### config.mk
export PLATFORM = sky130hd
export DESIGN_NAME = aes_cuv_fmt
export DESIGN_NICKNAME = d
export VERILOG_FILES = /design/src/rtl/cuv_pkg.sv /design/src/rtl/cuv_edge.sv /design/src/rtl/cuv_blkcnt.sv /design/src/rtl/cuv_csgen.sv /design/src/rtl/aes_cuv_fmt.sv
export SDC_FILE = /design/constraint.sdc
export NUM_CORES = 1
export LEC_CHECK = 0
export CORE_ASPECT_RATIO = 1.4
export CORE_MARGIN = 3
export CORE_UTILIZATION = 45
export DETAILED_ROUTE_END_ITERATION = 7
export PLACE_DENSITY = 0.67
export REMOVE_ABC_BUFFERS = 1
export SLEW_MARGIN = 40
export SYNTH_ARGS = -nofsm -noshare
export SYNTH_HDL_FRONTEND = slang
export SYNTH_SLANG_ARGS = --single-unit
export TNS_END_PERCENT = 10
### constraint.sdc
create_clock -name clk -period 3.94 [get_ports clk]
set_input_delay 0.788 -clock clk [delete_from_list [all_inputs] [get_ports clk]]
set_output_delay 0.788 -clock clk [all_outputs]
set_load 0.005 [all_outputs]
### src/rtl/cuv_pkg.sv
package cuv_pkg;

  typedef struct packed {
    logic c;
    logic u;
    logic v;
    logic blk;
  } cuv_t;

  // Consumer channel-status bit for a given frame index, built from pins.
  function automatic logic cs_pin_bit(input logic [15:0] idx, input logic [6:0] cat,
                                      input logic copy_en, input logic orig_flag,
                                      input logic emph_on, input logic non_audio);
    logic b;
    b = 1'b0;
    if (idx == 16'd1)      b = non_audio;
    else if (idx == 16'd2) b = copy_en;
    else if (idx == 16'd3) b = emph_on;
    else if (idx >= 16'd8 && idx <= 16'd14) b = cat[3'(idx - 16'd8)];
    else if (idx == 16'd15) b = orig_flag;
    return b;
  endfunction

endpackage

### src/rtl/cuv_edge.sv
module cuv_edge (
  input  logic clk,
  input  logic rst_n,
  input  logic lr_clk,
  output logic rise,
  output logic any_edge
);
  logic lr_q;

  always_ff @(posedge clk or negedge rst_n) begin
    if (!rst_n) lr_q <= 1'b0;
    else        lr_q <= lr_clk;
  end

  assign rise     = lr_clk & ~lr_q;
  assign any_edge = lr_clk ^ lr_q;
endmodule

### src/rtl/cuv_blkcnt.sv
module cuv_blkcnt #(
  parameter int FRAMES = 192,
  localparam int CW = $clog2(FRAMES)
) (
  input  logic          clk,
  input  logic          rst_n,
  input  logic          rise,
  input  logic          blk_dir_out,
  input  logic          blk_in,
  output logic [CW-1:0] frame_sel
);
  logic [CW-1:0] cnt_q, cnt_d;
  logic          started_q, started_d;
  logic          pend_q, pend_d;
  logic          sync_now;

  assign sync_now = ~blk_dir_out & (pend_q | blk_in);

  always_comb begin
    frame_sel = cnt_q;
    if (rise) begin
      if (sync_now || !started_q)        frame_sel = '0;
      else if (cnt_q == CW'(FRAMES - 1)) frame_sel = '0;
      else                               frame_sel = cnt_q + CW'(1);
    end
  end

  always_comb begin
    cnt_d     = cnt_q;
    started_d = started_q;
    pend_d    = pend_q;
    if (rise) begin
      cnt_d     = frame_sel;
      started_d = 1'b1;
      pend_d    = 1'b0;
    end else if (!blk_dir_out && blk_in) begin
      pend_d = 1'b1;
    end
  end

  always_ff @(posedge clk or negedge rst_n) begin
    if (!rst_n) begin
      cnt_q     <= '0;
      started_q <= 1'b0;
      pend_q    <= 1'b0;
    end else begin
      cnt_q     <= cnt_d;
      started_q <= started_d;
      pend_q    <= pend_d;
    end
  end
endmodule

### src/rtl/cuv_csgen.sv
module cuv_csgen #(
  parameter int         FRAMES  = 192,
  parameter logic [6:0] CAT_CODE = 7'b0101100,
  localparam int CW = $clog2(FRAMES)
) (
  input  logic [CW-1:0] idx,
  input  logic          copy_en,
  input  logic          orig_flag,
  input  logic          emph_on,
  input  logic          non_audio,
  output logic          cs_bit
);
  import cuv_pkg::*;

  assign cs_bit = cs_pin_bit(16'(idx), CAT_CODE, copy_en, orig_flag, emph_on, non_audio);
endmodule

### src/rtl/aes_cuv_fmt.sv
module aes_cuv_fmt #(
  parameter int         FRAMES   = 192,
  parameter logic [6:0] CAT_CODE = 7'b0101100
) (
  input  logic clk,
  input  logic rst_n,
  input  logic lr_clk,
  input  logic serial_mode,
  input  logic c_in,
  input  logic u_in,
  input  logic v_in,
  input  logic copy_en,
  input  logic orig_flag,
  input  logic emph_on,
  input  logic non_audio,
  input  logic blk_dir_out,
  input  logic blk_in,
  output logic c_out,
  output logic u_out,
  output logic v_out,
  output logic blk_out
);
  import cuv_pkg::*;
  localparam int CW = $clog2(FRAMES);

  logic          rise, any_edge, cs_bit;
  logic [CW-1:0] frame_sel;
  cuv_t          out_q, out_d;

  cuv_edge i_edge (
    .clk(clk), .rst_n(rst_n), .lr_clk(lr_clk), .rise(rise), .any_edge(any_edge)
  );

  cuv_blkcnt #(.FRAMES(FRAMES)) i_blkcnt (
    .clk(clk), .rst_n(rst_n), .rise(rise), .blk_dir_out(blk_dir_out),
    .blk_in(blk_in), .frame_sel(frame_sel)
  );

  cuv_csgen #(.FRAMES(FRAMES), .CAT_CODE(CAT_CODE)) i_csgen (
    .idx(frame_sel), .copy_en(copy_en), .orig_flag(orig_flag),
    .emph_on(emph_on), .non_audio(non_audio), .cs_bit(cs_bit)
  );

  always_comb begin
    out_d = out_q;
    if (any_edge) begin
      out_d.u   = u_in;
      out_d.v   = v_in;
      out_d.c   = serial_mode ? c_in : cs_bit;
      out_d.blk = blk_dir_out & (frame_sel == '0);
    end
  end

  always_ff @(posedge clk or negedge rst_n) begin
    if (!rst_n) out_q <= '0;
    else        out_q <= out_d;
  end

  assign c_out   = out_q.c;
  assign u_out   = out_q.u;
  assign v_out   = out_q.v;
  assign blk_out = out_q.blk;
endmodule

Word-level counts from Yosys, hierarchy flattened:

Memories as Yosys holds them, arrays and structs flattened.
Index checks and enable logic that the tools add are counted.

* memories kept: 1
* output and inout bits: 4
* memory bits (read-only): 8
* RAM bits: 0
* flip-flop bits (word level): 15
* bits of input ports: 13
* word-level logic and storage cells: 45
* latch bits: 0

* equality and inequality tests: 5
* order comparisons: 3
* divide/modulo/power cells: 0
* reduce and logical (&&, ||, !) cells: 7
* bitwise operators: 7
* add/subtract/negate cells: 2
* multiply operators: 0
* shift-type cells: 0
* multiplexer cells: 12

Memory list
* (name not given): words 8, bits a word 1, read ports 1, clocked after memory_dff 0, write ports 0, line cuv_pkg.sv:19 `else if (idx >= 16'd8 && idx <= 16'd14) b = cat[3'(idx - 16'd8)];`

Operators with widths (number)
* 8-bit two-way mux: 3
* 8-bit by 2-bit equality test with 1-bit output (second input constant): 2
* 1-bit two-way mux: 9
* 8-bit by 1-bit adder with 8-bit output (second input constant): 1
* 8-bit by 1-bit equality test with 1-bit output (second input constant): 1
* 8-bit by 4-bit equality test with 1-bit output (second input constant): 1
* 8-bit equality test (second input constant): 1
* 8-bit by 4-bit >= comparator with 1-bit output (second input constant): 1
* 8-bit by 4-bit <= comparator with 1-bit output (second input constant): 1
* 8-bit logical NOT: 1
* 3-bit by 4-bit < comparator with 1-bit output (second input constant): 1
* 1-bit bitwise AND: 3
* 3-bit by 1-bit subtractor with 3-bit output (second input constant): 1
* 1-bit logical AND: 2
* 1-bit logical NOT: 2
* 1-bit inverter: 2
* 2-bit nonzero test: 1
* 1-bit logical OR: 1
* 1-bit OR: 1
* 1-bit bitwise XOR: 1

Longest topological paths before layout:

Gate-level depths: netlist (run 1).

* word-level depth: 13
* gate-level depth with buffers: 9
* gate-level depth less buffers: 9

By module:

Synthesis (run 1) repeated with hierarchy kept, for this count alone.

* cell total of the unflattened synthesis: 91
* area total of the unflattened synthesis: 910.9 um^2

By module, submodules not included
* cuv_blkcnt: area an instance 619.3 um^2, instances 1, cells an instance 62, sequential area each 250.2 um^2
* aes_cuv_fmt: area an instance 177.7 um^2, instances 1, cells an instance 14, sequential area each 100.1 um^2
* cuv_csgen: area an instance 68.8 um^2, instances 1, cells an instance 11, sequential area each 0.0 um^2
* cuv_edge: area an instance 45.0 um^2, instances 1, cells an instance 4, sequential area each 25.0 um^2

Worst setup path after synthesis (run 1):

Ideal clock, no wire load.

* kind: input to register
* start: input lr_clk
* end: register out_q, in the netlist c_out
* path buffers: 1
* data required time: 3864 ps
* stages: 8
* data arrival time: 2194 ps
* setup time: 76 ps
* slack: 1670 ps
* cells stage by stage: ha_1 -> clkbuf_1 -> nand3_1 -> o221ai_1 -> o31ai_1 -> nor4b_2 -> nand4b_1 -> o21ai_1

* cells in the longest elaborated chain, start to end: 10
* elaborated cells between the ends (all ways): 19
* classes of those cells: 1 x add/sub; 2 x order compare; 4 x eq/ne; 8 x mux; 2 x bitwise; 1 x reduce/logical; 1 x memory

Ends and longest elaborated chain
* start, declared: line aes_cuv_fmt.sv:7 `input logic lr_clk,`
* 1-bit bitwise AND: line cuv_edge.sv:15 `assign rise = lr_clk & ~lr_q;`
* 8-bit two-way mux: line cuv_blkcnt.sv:21 `if (rise) begin`
* 3-bit by 1-bit subtractor with 3-bit output: line cuv_pkg.sv:19
* memory 8 x 1 bit
* 1-bit two-way mux (not written as such): line cuv_pkg.sv:19
* 1-bit two-way mux: line cuv_pkg.sv:19
* 1-bit two-way mux: line cuv_pkg.sv:18 `else if (idx == 16'd3) b = emph_on;`
* 1-bit two-way mux: line cuv_pkg.sv:17 `else if (idx == 16'd2) b = copy_en;`
* 1-bit two-way mux: line cuv_pkg.sv:16 `if (idx == 16'd1) b = non_audio;`
* 1-bit two-way mux: line aes_cuv_fmt.sv:49 `out_d.c = serial_mode ? c_in : cs_bit;`
* end signal, assigned: line aes_cuv_fmt.sv:56 `else out_q <= out_d;`
* end, declared: line aes_cuv_fmt.sv:28 `cuv_t out_q, out_d;`

Parallel ways exist; a longest one is shown, timed or not. The select of a mux whose other input is x is not followed.
A chain may end at the register's enable or synchronous reset.

Worst setup path after layout (run 1):

* start: input lr_clk
* end: register out_q, in the netlist blk_out

* cells in the longest elaborated chain, start to end: 4
* elaborated cells between the ends (all ways): 5
* classes of those cells: 1 x mux; 3 x bitwise; 1 x reduce/logical

Ends and longest elaborated chain
* 1-bit bitwise AND: line cuv_edge.sv:15
* net i_blkcnt.rise: line cuv_blkcnt.sv:7 `input logic rise,`
* 8-bit two-way mux: line cuv_blkcnt.sv:21
* 8-bit logical NOT: line aes_cuv_fmt.sv:50 `out_d.blk = blk_dir_out & (frame_sel == '0);`
* 1-bit bitwise AND: line aes_cuv_fmt.sv:50

The timed path passes the listed nets, and every way through them passes these cells.

==> impl_results.md, run 1 <==
* Run status: finished clean
* Avg WL per Cell at 15.2 um
* CTS root buf: clkbuf_4
* Post-CTS Setup Bufs at 0
* WL met1 at 855 um
* Final Wtd Congestion at 0.916
* Relative slew slack at 53.9%
* Die span in y at 57.7 um
* Initial antenna violation count at 0
* Maximum VDD drop at 0.000286 V
* WP data arrival at 3.14 ns
* Fin crit period at 2.95 ns
* Core area at 0.00178 mm2
* Multi-input gate area at 454 um2
* GRT Residual Overflow at 0
* Clock Tree Buf Depth at 2
* Routed Antenna Nets at 0
* Sequential share of the synthesized area at 43.7%
* TritonCTS clock tree: yes
* Worst EP required at 4.12 ns
* Clk slew on worst S/H paths at 0.09 ns
* Core Rows at 18
* Netlist cell types at 37
* Sum Neg Setup Slack at 0 ns
* Post-CTS Resized at 0
* Die Footprint at 0.00248 mm2
* CTS buffer count at 3
* Max Slew Vio Count at 0
* Die width at 42.9 um
* N_diodes at 0
* # clock sinks at 15
* GRT Total Usage at 17.4%
* Wire length on met3 at 130 um
* Storage element area at 375 um2
* Detailed placement HPWL at 1460 um
* Worst Max-Slew Pin Slew at 0.690 ns
* Mapped Area at 860 um2
* Clock skew at 0.00667 ns
* Final Hold Fails at 0
* Largest fanout on the critical path at 15
* Leakage at 0.423 nW
* Synth warnings at 0
* Mapped Cells at 89
* Layout cells sized above 1 at 12.0%
* Largest net degree at the start of global routing at 16
* Crit Path Category: input pin to flip-flop
* Critical path capture point type: flip-flop
* #FFs+latches synth at 15
* Worst-Skew Late Latency at 0.29 ns
* Area Growth Syn to Fin at 24.2%
* Buffers on Ports at 16
* Fin nets at 124
* Fin crit share at 75.0%
* Worst setup SP type: input pin
* DR top layer: met4
* Routed length on met2 at 939 um
* Async set-reset flop share out of synthesis at 100%
* Initial cell density of the core at 48.3%
* Post-synth EDFFs at 0
* DR vias at 773
* Cts hold-fix bufs at 0
* 1st-iter DRT viols at 42
* Top FF cell, synth: dfrtp_1
* Power Total at 0.000386 W
* Drt first pass iters at 4
* Vias in the first global route at 768
* Peak Freq at 339 MHz
* Layout filler cell count at 156
* # IOs at 17
* WL final at 1950 um
* Final setup vio count at 0
* Syn Area/Cell at 9.66 um2
* RSZ-0062 raised after global routing: false
* PwrDens at 362 mW/mm2
* DR vias/cell at 6.04
* Max Cap Violations at 0
* Global-route wire length before repair at 3320 um
* Min-Delay Path Class: flip-flop to flip-flop
* CTS H-tree lvls at 1
* DRC errors left at 0
[layout by cell type, fill, tap and decap left out, types with 3 or more instances in the layout]
master	n
clkdlybuf4s50_1	16
dfrtp_1	15
nand2_1	8
nor2_1	8
inv_1	6
nand3_1	4
o21ai_0	4
nand4_1	3
a21oi_1	3
clkbuf_4	3
[critical path, cell delays in order]
cell,delay [ns]
clkdlybuf4s50_1,0.47
ha_1,0.46
nand3_1,0.29
or4_1,0.52
o21ai_1,0.22
nor4_1,0.11
a32o_1,0.28
[sequential cells by signal, summed over array words and instances, names as in the netlist]
name / cells
i_edge.lr_q: 1
i_blkcnt.pend_q: 1
blk_out: 1
u_out: 1
i_blkcnt.cnt_q: 8
c_out: 1
i_blkcnt.started_q: 1
v_out: 1
[Yosys cell counts (2+ instances only)]
| library cell | number | area [um2] |
|---|---|---|
| o21ai_1 | 2 | 10.0 |
| o31ai_1 | 2 | 15.0 |
| nand2_1 | 8 | 30.0 |
| nor4b_2 | 2 | 30.0 |
| nor2_1 | 8 | 30.0 |
| ha_1 | 2 | 25.0 |
| mux2i_1 | 2 | 20.0 |
| nand4_1 | 3 | 18.8 |
| nand3_1 | 4 | 20.0 |
| nor2b_1 | 2 | 12.5 |
| or4_1 | 2 | 15.0 |
| a32o_1 | 2 | 20.0 |
| a21oi_1 | 3 | 15.0 |
| inv_1 | 6 | 22.5 |
| mux2_2 | 2 | 22.5 |
| dfrtp_1 | 15 | 375 |
| o21ai_0 | 4 | 20.0 |
[final cells by class]
cell class	instances	share of cell area [%]
flip-flops and latches	15	35.2
well taps	20	2.34
inverters	7	2.46
repair buffers	16	15.0
multi-input cells	66	42.6
clock buffers	4	2.46
[final timing paths]
path	startpoint	to	slack, ns	cells after the start
min	blk_out	blk_out	0.51	1
max	lr_clk	blk_out	0.99	7
max reg2reg	i_blkcnt.cnt_q[0]	c_out	1.53	8
max in group asynchronous	rst_n	i_blkcnt.cnt_q[4]	2.59	1
min reg2reg	blk_out	blk_out	0.51	1
min in group asynchronous	rst_n	i_blkcnt.cnt_q[2]	0.91	1
[metal layers]
layer,vias to the layer above,track usage [%]
li1,375,-
met1,360,22.1
met2,34,28.8
met3,4,2.48
met4,0,8.19
met5,-,0
[through the flow]
step / utilization (%) / cell area, um2 / hold WS [ns] / instances / worst slack [ns]
floorplan: - / 856 / 0.463 / 88 / 1.48
global placement: 58.5 / 1040 / 0.485 / 124 / 0.653
detailed placement: 58.5 / 1040 / 0.484 / 124 / 0.676
CTS: 60.0 / 1070 / 0.510 / 128 / 0.998
global route: 60.0 / 1070 / 0.528 / 128 / 0.831
finish: 60.0 / 1070 / 0.510 / 128 / 0.986
[where the power goes]
| group | internal, W | switching, W |
|---|---|---|
| logic | 0.0000510 | 0.0000561 |
| clock network | 0.0000394 | 0.0000506 |
| registers | 0.000171 | 0.0000175 |
[logic make-up (layout without fill, tap and decap cells)]
| family | Yosys count | count (layout) | synth area share [%] |
|---|---|---|---|
| and+or+nand+nor | 38 | 38 | 26.3 |
| AOI/OAI and AO/OA | 22 | 22 | 18.6 |
| DFF | 15 | 15 | 43.7 |
| buffers and inverters | 8 | 27 | 3.49 |
| muxes | 4 | 4 | 4.95 |
| adders and majority gates | 2 | 2 | 2.91 |
Power figures use the tool's default switching activity.
==> run 2, diff against run 1 <==
clock period = 2.9 ns   (was 3.94 ns; I/O delays follow)
==> run 2 against run 1 <==
Hold slack lost 0.0026 ns. Sequential cell count unchanged. Highest routed layer unchanged. Cell count rose by 3.1%. Via count increased by 2.2%. Combinational power rose by 43%. Register-to-register slack worse by 1.1 ns. Critical path type unchanged. Clock power is 28% higher. Clock skew is 0.0027 ns lower.
==> impl_results.md, run 2 (synthesized netlist as in run 1, its figures left out) <==
* TritonCTS clock tree: yes
* Detailed placement HPWL at 1540 um (+5.0%)
* Peak Freq at 404 MHz
* Clk slew on worst S/H paths at 0.08 ns (about the same)
* DRC errors left at 0 (unchanged)
* Global-route wire length before repair at 3310 um (-0.18%)
* Avg WL per Cell at 14.3 um (-5.7%)
* N_diodes at 0 (unchanged)
* PnR worst setup slack at 0.422 ns (-0.564 ns)
* Max Slew Vio Count at 0 (unchanged)
* Comb pwr share at 29.1% (+1.4 points)
* Worst Max-Slew Pin Slew at 0.632 ns (-0.0579 ns)
* Worst setup SP type: input pin
* Final Hold Fails at 0 (unchanged)
* Initial cell density of the core at 48.3% (unchanged)
* Die Footprint at 0.00248 mm2 (unchanged)
* Die width at 42.9 um (unchanged)
* Maximum VDD drop at 0.000363 V (+27%)
* Layout cells sized above 1 at 15.2% (+3.1 points)
* Worst-Skew Late Latency at 0.28 ns (about the same)
* DR vias/cell at 5.98 (-0.90%)
* Vias in the first global route at 784 (+2.1%)
* Clock Tree Buf Depth at 2 (unchanged)
* # clock sinks at 15 (unchanged)
* Run status: finished clean
* 1st-iter DRT viols at 19 (-55%)
* Die span in y at 57.7 um (unchanged)
* Cell area after layout at 0.00110 mm2 (+2.8%)
* Reg-to-Reg End: c_out
* DR vias at 790 (+2.2%)
* GRT Total Usage at 17.4% (about the same)
* Switching part of the total at 31.0% (-1.2 points)
* Most frequent cells in the layout: clkdlybuf4s50_1 (16), dfrtp_1 (15), nand2_1 (8), nor2_1 (8), inv_1 (6)
* Crit Reg-Reg Startpoint: i_blkcnt.cnt_q[0]
* PwrDens at 480 mW/mm2 (+33%)
* # IOs at 17 (unchanged)
* R2R setup slack at 0.47 ns (-1.06 ns)
* Worst EP required at 3.07 ns (-1.05 ns)
* Largest net degree at the start of global routing at 16 (unchanged)
* Sequential Power Share at 49.0% (about the same)
* Initial antenna violation count at 0 (unchanged)
* NetSw at 0.000163 W (+31%)
* Leakage at 0.442 nW (+4.4%)
* Internal at 0.000363 W (+39%)
* Area Growth Syn to Fin at 27.7%
* Drt first pass iters at 4 (unchanged)
* Cts hold-fix bufs at 0 (unchanged)
* Fin crit share at 85.4%
* Relative slew slack at 57.7% (+3.9 points)
* Fin nets at 128 (+3.2%)
* Post-CTS Setup Bufs at 0 (unchanged)
* Routed Antenna Nets at 0 (unchanged)
* FF-to-FF path depth at 8 (unchanged)
* Fin crit period at 2.48 ns
* Max FFs per register at 8 (unchanged)
* Buffers on Ports at 16 (unchanged)
* CTS H-tree lvls at 1 (unchanged)
* Clock skew at 0.00397 ns (-0.00270 ns)
* Final core utilization at 61.7% (+1.7 points)
* Core Rows at 18 (unchanged)
* Min-Delay Path Class: flip-flop to flip-flop
* CTS root buf: clkbuf_4
* Crit Path Category: input pin to flip-flop
* Most flops, register: i_blkcnt.cnt_q
* Final setup vio count at 0 (unchanged)
* Final Wtd Congestion at 0.950 (+3.7%)
* Critical path capture point type: flip-flop
* WP data arrival at 2.65 ns (-0.49 ns)
* Clock power frac at 21.9% (-1.4 points)
* WL final at 1890 um (-2.8%)
* Most common cell after layout, fill and taps aside: clkdlybuf4s50_1
* DP Area at 0.00107 mm2 (+2.9%)
* CTS buffer count at 3 (unchanged)
* CP endpoint: blk_out
* RSZ-0062 raised after global routing: false
* Max Cap Violations at 0 (unchanged)
* Sum Neg Setup Slack at 0 ns (unchanged)
* Worst slack at placement at 0.121 ns (-0.555 ns)
* Post-CTS Resized at 0 (unchanged)
* GRT Residual Overflow at 0 (unchanged)
* Largest fanout on the critical path at 11 (-4)
* Crit path from: lr_clk
* Core area at 0.00178 mm2 (unchanged)
run 2: cell count changes in the layout (fill, tap and decap cells not counted):
cell / delta
buf_4: +4
o311ai_1: -1
o311ai_0: +1
run 2: critical path, cell delays in order:
cell and delay, ns:
clkdlybuf4s50_1 0.48, ha_1 0.36, nand3_1 0.15, or4_1 0.48, o21ai_1 0.22, nor4_1 0.11
a32o_1 0.27
run 2: power groups by stage:
stage	clock (W)	combinational, W	sequential, W
2_1_floorplan	0	0.0000869	0.000256
3_3_place_gp	0	0.000152	0.000261
3_5_place_dp	0	0.000153	0.000261
4_1_cts	0.000118	0.000154	0.000257
5_1_grt	0.000130	0.000170	0.000261
6_report	0.000115	0.000153	0.000258
run 2: worst min-delay path by stage:
| stage | from | to | slack, ns | cells after the start |
|---|---|---|---|---|
| CTS | blk_out | blk_out | 0.51 | 1 |
| floorplan | rst_n | blk_out | 0.28 | 0 |
| finish | i_blkcnt.pend_q | i_blkcnt.pend_q | 0.51 | 2 |
| global route | c_out | c_out | 0.53 | 2 |
| detailed placement | blk_out | blk_out | 0.49 | 1 |
| global placement | v_out | v_out | 0.49 | 1 |
run 2: final cells by class:
class                   count  area (um2)
multi-input cells          66         454
repair buffers             20         190
well taps                  20        25.0
inverters                   7        26.3
flip-flops and latches     15         375
fillers                   144         682
clock buffers               4        26.3
run 2: layer usage:
| layer | up-vias | wire length [um] | GRT usage, % |
|---|---|---|---|
| li1 | 384 | - | - |
| met1 | 373 | 819 | 21.2 |
| met2 | 29 | 958 | 28.1 |
| met3 | 4 | 85 | 3.11 |
| met4 | 0 | 29 | 10.8 |
| met5 | - | 0 | 0 |
run 2: through the flow:
stage          hold WS (ns)  std cells  total power (W)
6_report              0.507        132         0.000526
5_1_grt               0.533        132         0.000560
4_1_cts               0.511        132         0.000529
3_5_place_dp          0.487        128         0.000414
3_3_place_gp          0.487        128         0.000412
2_1_floorplan         0.284         88         0.000343
==> run 3, diff against run 2 <==
CORE_UTILIZATION = 44   (was 45)
PLACE_DENSITY = 0.68   (was 0.67)
SKIP_LAST_GASP = 1   (was unset)
clock period = 2.2 ns   (was 2.9 ns; I/O delays follow)
==> run 3 against run 2 <==
Count of clock-buffer cells in the layout is the same. Critical path depth rose by 2. Sequential share of layout area decreased by 6.5 points. Core utilization up 14 points. Clock power rose by 32%. Die area increased by 2.0%. Design area rose by 23%. Register-to-register slack lost 0.43 ns.
==> impl_results.md, run 3 (synthesized netlist as in run 1, its figures left out) <==
* Multi-input gate area at 547 um2 (+20%)
* Worst setup SP type: input pin
* Clock skew at 0.00799 ns (+0.00402 ns)
* Fin nets at 149 (+16%)
* Most common cell after layout, fill and taps aside: buf_4
* Detailed placement HPWL at 1740 um (+14%)
* WL final at 2310 um (+22%)
* Clk slew on worst S/H paths at 0.09 ns (about the same)
* Wire length on met3 at 90 um (+5.9%)
* DR vias at 881 (+12%)
* Largest fanout on the critical path at 11 (unchanged)
* CTS root buf: clkbuf_4
* GRT Total Usage at 20.1% (+2.7 points)
* Final setup vio count at 0 (unchanged)
* RSZ-0062 raised after global routing: true
* Worst EP required at 2.41 ns (-0.66 ns)
* Buffers on Ports at 16 (unchanged)
* Die span in y at 58.3 um (+1.0%)
* Max Cap Violations at 0 (unchanged)
* Routed length on met2 at 1280 um (+33%)
* Peak Freq at 461 MHz
* DRC errors left at 0 (unchanged)
* Vias in the first global route at 888 (+13%)
* PwrDens at 588 mW/mm2 (+23%)
* Initial antenna violation count at 0 (unchanged)
* Die Footprint at 0.00253 mm2 (+2.0%)
* Fin crit share at 98.6%
* Maximum VDD drop at 0.000496 V (+37%)
* 1st-iter DRT viols at 25 (+6)
* WP data arrival at 2.38 ns (-0.27 ns)
* Avg WL per Cell at 15.1 um (+5.4%)
* Largest net degree at the start of global routing at 16 (unchanged)
* CTS H-tree lvls at 1 (unchanged)
* GRT Residual Overflow at 0 (unchanged)
* Worst Max-Slew Pin Slew at 0.664 ns (+0.0322 ns)
* Crit Path Category: input pin to flip-flop
* Worst slack at placement at -0.321 ns (-0.442 ns)
* Max Slew Vio Count at 0 (unchanged)
* Max FFs per register at 8 (unchanged)
* Die width at 43.4 um (+0.98%)
* PnR worst setup slack at 0.0311 ns (-0.391 ns)
* # clock sinks at 15 (unchanged)
* Relative slew slack at 55.6% (-2.2 points)
* Storage element area at 375 um2 (unchanged)
* Worst-Skew Late Latency at 0.28 ns (about the same)
* WL met1 at 918 um (+12%)
* Fin crit period at 2.17 ns
* CTS buffer count at 3 (unchanged)
* Routed Antenna Nets at 0 (unchanged)
* N_diodes at 0 (unchanged)
* Global-route wire length before repair at 3880 um (+17%)
* DR vias/cell at 5.76 (-3.8%)
* Run status: finished clean
* Critical path capture point type: flip-flop
* Drt first pass iters at 4 (unchanged)
* Core Rows at 18 (unchanged)
* Most frequent cells in the layout: buf_4 (24), clkdlybuf4s50_1 (16), dfrtp_1 (15)
* Area Growth Syn to Fin at 57.6%
* Clock Tree Buf Depth at 2 (unchanged)
* Initial cell density of the core at 47.7% (-0.60 points)
* Final Wtd Congestion at 0.865 (-9.0%)
* Final Hold Fails at 0 (unchanged)
* # IOs at 17 (unchanged)
* Layout filler cell count at 141 (-2.1%)
* Core area at 0.00180 mm2 (+1.3%)
* Layout cells sized above 1 at 36.8% (+22 points)
* Leakage at 0.567 nW (+28%)
* Most flops, register: i_blkcnt.cnt_q
* TritonCTS clock tree: yes
* Final core utilization at 75.2% (+14 points)
* DR top layer: met4
* Min-Delay Path Class: flip-flop to flip-flop
## run 3: area by class of cell
cell class / count / area share [%]
sequential: 15 / 27.7
multi-input combinational: 66 / 40.4
tap: 20 / 1.85
inverter: 7 / 1.94
clock buffer: 4 / 1.94
timing repair buffer: 41 / 26.2
## run 3: layer usage
layer  global-route usage [%]  up-vias
met5                        0        -
met4                     6.47        0
met3                     2.75        4
met2                     36.4       24
met1                     24.2      429
li1                         -      424
## run 3: path summary, 6_finish.rpt
kind	from	end	slack (ns)	cells after the start
max	lr_clk	c_out	0.03	9
min	i_blkcnt.pend_q	i_blkcnt.pend_q	0.51	2
max reg2reg	i_blkcnt.cnt_q[0]	c_out	0.04	8
min reg2reg	i_blkcnt.pend_q	i_blkcnt.pend_q	0.51	2
max in group asynchronous	rst_n	i_blkcnt.cnt_q[6]	1.21	1
min in group asynchronous	rst_n	i_blkcnt.cnt_q[2]	0.56	1
## run 3: timing repair
item	4_1_cts	5_1_grt
setup endpoints to repair	2	2
pin swaps	3	5
setup buffers	0	4
hold buffers	0	0
hold endpoints to repair	0	0
resized for setup	4	16
## run 3: worst max-delay path, stage by stage
cell and delay [ns]:
clkdlybuf4s50_1 0.50, ha_2 0.22, buf_8 0.13, nand3_1 0.13, o221ai_4 0.22, o31ai_4 0.13
nor4b_4 0.34, nand4b_1 0.13, o21ai_1 0.15
## run 3: through the flow
step	setup TNS (ns)	hold WS, ns	total power, W	std cells	instance area, um2
after floorplan	0	0.144	0.000452	88	856
after global placement	-0.556	0.481	0.000596	145	1200
after detailed placement	-0.581	0.495	0.000602	145	1200
after CTS	0	0.513	0.000759	149	1240
after global routing	-0.0436	0.551	0.000846	153	1360
final	0	0.512	0.000797	153	1360
## run 3: power by group
| group | switching (W) | total, W | leakage (nW) | internal, W |
|---|---|---|---|---|
| clock network | 0.0000817 | 0.000152 | 0.0150 | 0.0000703 |
| logic | 0.000143 | 0.000310 | 0.368 | 0.000167 |
| registers | 0.0000280 | 0.000335 | 0.184 | 0.000307 |
